### src/rtl/psimd_pkg.sv
package psimd_pkg;

    localparam int unsigned DATA_W     = 32;
    localparam int unsigned BYTE_W     = 8;
    localparam int unsigned HALF_W     = 16;
    localparam int unsigned NUM_BYTES  = DATA_W / BYTE_W;
    localparam int unsigned NUM_HALVES = DATA_W / HALF_W;
    localparam int unsigned HALF_SPAN  = HALF_W / BYTE_W;

    typedef enum logic {
        MODE_BYTE = 1'b0,
        MODE_HALF = 1'b1
    } lane_mode_e;

    typedef struct packed {
        logic                  valid;
        lane_mode_e            mode;
        logic [DATA_W-1:0]     result;
        logic [NUM_BYTES-1:0]  ge;
    } stage_t;

endpackage

### src/rtl/psimd_lane_add.sv
module psimd_lane_add #(
    parameter int unsigned W = 8
) (
    input  logic [W-1:0] a_i,
    input  logic [W-1:0] b_i,
    output logic [W-1:0] sum_o,
    output logic         nonneg_o
);

    logic [W:0] wide_sum;

    always_comb begin
        wide_sum = {a_i[W-1], a_i} + {b_i[W-1], b_i};
        sum_o    = wide_sum[W-1:0];
        nonneg_o = ~wide_sum[W];
    end

    // the flag follows the operand signs, whatever happens to the wrapped lane
    always_comb begin
        if (!a_i[W-1] && !b_i[W-1]) begin
            assert_pos_pair_flag_R5: assert (nonneg_o)
                else $error("two nonnegative lanes gave a negative flag");
        end
        if (a_i[W-1] && b_i[W-1]) begin
            assert_neg_pair_flag_R5: assert (!nonneg_o)
                else $error("two negative lanes gave a nonnegative flag");
        end
    end

endmodule

### src/rtl/psimd_ge_spread.sv
module psimd_ge_spread
    import psimd_pkg::*;
(
    input  lane_mode_e             mode_i,
    input  logic [NUM_BYTES-1:0]   byte_nonneg_i,
    input  logic [NUM_HALVES-1:0]  half_nonneg_i,
    output logic [NUM_BYTES-1:0]   ge_o
);

    for (genvar g = 0; g < NUM_BYTES; g++) begin : g_flag
        always_comb begin
            if (mode_i == MODE_HALF) begin
                ge_o[g] = half_nonneg_i[g / HALF_SPAN];
            end else begin
                ge_o[g] = byte_nonneg_i[g];
            end
        end
    end

endmodule

### src/rtl/psimd_add.sv
module psimd_add
    import psimd_pkg::*;
(
    input  logic                  clk_i,
    input  logic                  rst_i,
    input  logic                  in_valid_i,
    input  logic                  mode_i,
    input  logic [DATA_W-1:0]     op_a_i,
    input  logic [DATA_W-1:0]     op_b_i,
    output logic                  out_valid_o,
    output logic [DATA_W-1:0]     result_o,
    output logic [NUM_BYTES-1:0]  ge_o
);

    lane_mode_e              mode_sel;
    logic [DATA_W-1:0]       byte_sum;
    logic [DATA_W-1:0]       half_sum;
    logic [NUM_BYTES-1:0]    byte_nonneg;
    logic [NUM_HALVES-1:0]   half_nonneg;
    logic [NUM_BYTES-1:0]    ge_next;
    stage_t                  stage_d;
    stage_t                  stage_q;

    assign mode_sel = lane_mode_e'(mode_i);

    for (genvar i = 0; i < NUM_BYTES; i++) begin : g_byte
        psimd_lane_add #(.W(BYTE_W)) u_lane (
            .a_i      (op_a_i[i*BYTE_W +: BYTE_W]),
            .b_i      (op_b_i[i*BYTE_W +: BYTE_W]),
            .sum_o    (byte_sum[i*BYTE_W +: BYTE_W]),
            .nonneg_o (byte_nonneg[i])
        );
    end

    for (genvar j = 0; j < NUM_HALVES; j++) begin : g_half
        psimd_lane_add #(.W(HALF_W)) u_lane (
            .a_i      (op_a_i[j*HALF_W +: HALF_W]),
            .b_i      (op_b_i[j*HALF_W +: HALF_W]),
            .sum_o    (half_sum[j*HALF_W +: HALF_W]),
            .nonneg_o (half_nonneg[j])
        );
    end

    psimd_ge_spread u_spread (
        .mode_i        (mode_sel),
        .byte_nonneg_i (byte_nonneg),
        .half_nonneg_i (half_nonneg),
        .ge_o          (ge_next)
    );

    always_comb begin
        stage_d       = stage_q;
        stage_d.valid = in_valid_i;
        if (in_valid_i) begin
            stage_d.mode   = mode_sel;
            stage_d.result = (mode_sel == MODE_HALF) ? half_sum : byte_sum;
            stage_d.ge     = ge_next;
        end
    end

    always_ff @(posedge clk_i) begin
        if (rst_i) begin
            stage_q <= '0;
        end else begin
            stage_q <= stage_d;
        end
    end

    assign out_valid_o = stage_q.valid;
    assign result_o    = stage_q.result;
    assign ge_o        = stage_q.ge;

    // an accepted operation is reported on the next cycle
    assert_valid_launch_R7: assert property (@(posedge clk_i) disable iff (rst_i)
        in_valid_i |=> out_valid_o);

    // an idle cycle leaves the outputs untouched
    assert_idle_hold_R8: assert property (@(posedge clk_i) disable iff (rst_i)
        !in_valid_i |=> (!out_valid_o && $stable(result_o) && $stable(ge_o)));

    // reset clears the output strobe
    assert_reset_clear_R9: assert property (@(posedge clk_i)
        rst_i |=> (!out_valid_o && result_o == '0 && ge_o == '0));

    // in halfword mode, both flag bits of a lane agree
    for (genvar k = 0; k < NUM_HALVES; k++) begin : g_pair_chk
        assert_half_pair_R4: assert property (@(posedge clk_i) disable iff (rst_i)
            (in_valid_i && mode_i == 1'b1) |=>
            (ge_o[k*HALF_SPAN] == ge_o[k*HALF_SPAN + HALF_SPAN - 1]));
    end

endmodule

### config.mk
export PLATFORM = sky130hd
export DESIGN_NAME = psimd_add
export DESIGN_NICKNAME = d
export VERILOG_FILES = /design/src/rtl/psimd_pkg.sv /design/src/rtl/psimd_lane_add.sv /design/src/rtl/psimd_ge_spread.sv /design/src/rtl/psimd_add.sv
export SDC_FILE = /design/constraint.sdc
export NUM_CORES = 1
export LEC_CHECK = 0
export CAP_MARGIN = 10
export CORE_MARGIN = 2
export CORE_UTILIZATION = 43
export DETAILED_ROUTE_END_ITERATION = 6
export DONT_BUFFER_PORTS = 1
export PLACE_DENSITY = 0.61
export SLEW_MARGIN = 20
export SYNTH_ARGS = -nofsm -noshare
export SYNTH_HDL_FRONTEND = slang
export SYNTH_SLANG_ARGS = --single-unit
### constraint.sdc
create_clock -name clk_i -period 4.66 [get_ports clk_i]
set_input_delay 0.699 -clock clk_i [delete_from_list [all_inputs] [get_ports clk_i]]
set_output_delay 0.699 -clock clk_i [all_outputs]
set_load 0.1 [all_outputs]
==> flow_summary.toml <==
[cells_and_area]
layout_common_cells = "38 x nor2_1, 37 x dfxtp_1, 32 x ha_1, 28 x a21oi_1, 27 x nand2_1"
diodes = 0
final_common_cell = "nor2_1"
area_growth_syn_to_layout_pct = 4.587
nets = 465
drive_gt1_frac = 0.03591
final_util = 0.4661

[floorplanning]
start_util = 0.4457
fp.coreArea_mm2 = 0.006794
die_h_um = 87.92
num_rows = 30
die_w_um = 87.92
die-area_mm2 = 0.007729
ios = 105

[power_and_ir_drop]
clkPwrFrac = 0.201
seqPwrFrac = 0.556
p_sw_frac = 0.4712
leakage_nw = 1.352
power_frac_comb = 0.243
p_int_mw = 0.5781
power.switching_mw = 0.5151
power_mw = 1.093
pwr_density_cell_mw_per_mm2 = 345.2
peakVddDrop_uv = 141.1

[sta]
rsz0062_at_grt = "false"
period_share = 0.5089
skew_ns = 0
finalSetupViolations = 0
tightestPinTransition_ns = 1.011
fmax_mhz = 421.7
hold_viol_final = 0
fin_tns_setup_ns = 0
setup_slack_ns = 2.288
hold_slack_ns = 0.4948
relSlewSlack = 0.3250
final.min_clock_period_ns = 2.372
drv_slew = 0

[routing]
first_pass_iters = 4
antenna_left = 0
drtIter0Drc = 115
vias_per_cell = 5.755
avgRoutedWirePerCell_um = 16.32
drc = 0
vias = 2636
drt-total-wl_mm = 7.475

[clock_tree]
numClockSinks = 37
cts_tree = "yes"
clock_path_buffers = 2
cts_setup_buffers = 0
cts-root-buf = "clkbuf_8"
hold_buffers = 0
clkLatencyLatePin_ns = 0.28
post_cts_resized = 0
cts_buffers = 5
clk_pin_slew_ns = 0.07
htreeDepth = 2

[worst_setup_path]
critPathRequiredTime_ns = 4.81
start_kind = "input pin"
worstSetupPathType = "in -> reg"
critPathMaxFanout = 5
worstRegToRegCells = 2
end_kind = "register"
worstReg2RegStart = "result_o[30]$_SDFFE_PP0P_"
critPathArrivalTime_ns = 2.52
reg2reg_to = "result_o[30]$_SDFFE_PP0P_"
regToRegSetupSlack_ns = 3.14

[synth]
syn-num-nets = 473
synthDistinctLibCells = 63
ys_warn_count = 0
syn_avg_cell_area_um2 = 8.206
ys_seq_area_frac = 0.2446
synth_ff_type = "dfxtp_1"
synthArstFlopShare = 0
synth-edff-count = 0
ys_seq_elements = 37
postSynthCellCount = 369
synth_area_mm2 = 0.003028

[global_route]
grt_remaining_overflow = 0
met2_usage = 0.3140
top_usage_layer = "met2"
grt_pass1_wl_mm = 11.52
grt.met3_usage = 0.03959
gr-usage-all-layers = 0.1901
grt_pass1_vias = 2344
grt_max_degree = 54
antenna_found_initial = 0
use_met1 = 0.2507

[place]
gpl.final_weighted_congestion = 0.9177
dpl.hpwl_mm = 5.766
post-place-ws_ns = 1.973
io_buffers = 0

[outcome]
status = "complete, no violations"

[run]
cap_violations = 0

[hold_path]
min_path_type = "in -> reg"
hp-start = "rst_i"
hold_depth = 1
min_to = "result_o[9]$_SDFFE_PP0P_"
-- flip-flops by register name, indices dropped and copies added, names as in the netlist --
register,flops
result_o,32
ge_o,4
out_valid_o,1
-- Yosys cell counts, types with 3 or more instances --
master | number | area [µm²]
a211oi_1 | 11 | 82.58
a21o_1 | 13 | 97.59
a21oi_1 | 28 | 140.1
and3_1 | 5 | 31.28
buf_2 | 3 | 15.01
clkbuf_1 | 10 | 37.54
dfxtp_1 | 37 | 740.7
fa_1 | 4 | 80.08
ha_1 | 32 | 400.4
inv_1 | 13 | 48.80
mux2i_1 | 13 | 130.1
nand2_1 | 27 | 101.4
nand2b_1 | 9 | 56.30
nand3_1 | 8 | 40.04
nor2_1 | 38 | 142.6
nor2b_1 | 5 | 31.28
nor3_1 | 7 | 35.03
nor3b_1 | 4 | 30.03
o21a_1 | 4 | 30.03
o21ai_0 | 19 | 95.09
o21ai_1 | 5 | 25.02
o21bai_1 | 5 | 37.54
o22ai_1 | 3 | 18.77
xnor2_1 | 12 | 105.1
xor2_1 | 6 | 52.55
-- routing by layer --
layer | vias up | share of wire
li1 | 1349 | -
met1 | 1207 | 0.46
met2 | 72 | 0.47
met3 | 8 | 0.054
met4 | 0 | 0.013
met5 | - | 0
-- kinds of logic after synthesis --
logic type / share of synthesized area
xor gates and xnor gates: 0.05207
and+or+nand+nor: 0.1926
adders and majority gates: 0.1587
AOI/OAI and AO/OA: 0.2690
buffers and inverters: 0.03636
muxes: 0.04669
DFF: 0.2446
-- power by group through the flow --
stage	Sequential, mW	Clock, mW	Combinational [mW]
2_1_floorplan	0.606	0	0.233
3_3_place_gp	0.616	0	0.263
3_5_place_dp	0.616	0	0.265
4_1_cts	0.610	0.225	0.267
5_1_grt	0.612	0.240	0.301
6_report	0.608	0.220	0.266
-- layout make-up --
type / instances / area, µm²
clock buffers: 8 / 80.08
fillers: 701 / 3627
inverters: 13 / 48.80
multi-input cells: 304 / 2177
flip-flops and latches: 37 / 740.7
well taps: 96 / 120.1
-- worst max path at each step --
stage	from	endpoint	slack [ns]	depth (start not counted)
finish	op_a_i[16]	result_o[28]$_SDFFE_PP0P_	2.29	9
global route	op_a_i[16]	ge_o[2]$_SDFFE_PP0P_	2.12	9
CTS	op_a_i[16]	result_o[28]$_SDFFE_PP0P_	2.28	9
detailed placement	op_a_i[16]	result_o[28]$_SDFFE_PP0P_	1.97	9
global placement	op_a_i[16]	result_o[28]$_SDFFE_PP0P_	2.04	9
floorplan	op_a_i[0]	result_o[12]$_SDFFE_PP0P_	2.19	9
-- metrics by stage --
| step | cells | cell area, µm² |
|---|---|---|
| CTS | 458 | 3167 |
| global route | 458 | 3167 |
| floorplan | 369 | 3028 |
| global placement | 450 | 3087 |
| finish | 458 | 3167 |
| detailed placement | 450 | 3087 |
-- worst max-delay path, cell delays in order --
cell	delay, ns
ha_1	0.15
inv_1	0.05
fa_1	0.39
nand2b_1	0.16
a21oi_1	0.31
o221ai_1	0.31
o21ai_1	0.23
xnor2_1	0.13
o21ai_0	0.08
No activity file was read; power rests on OpenSTA's default activity.
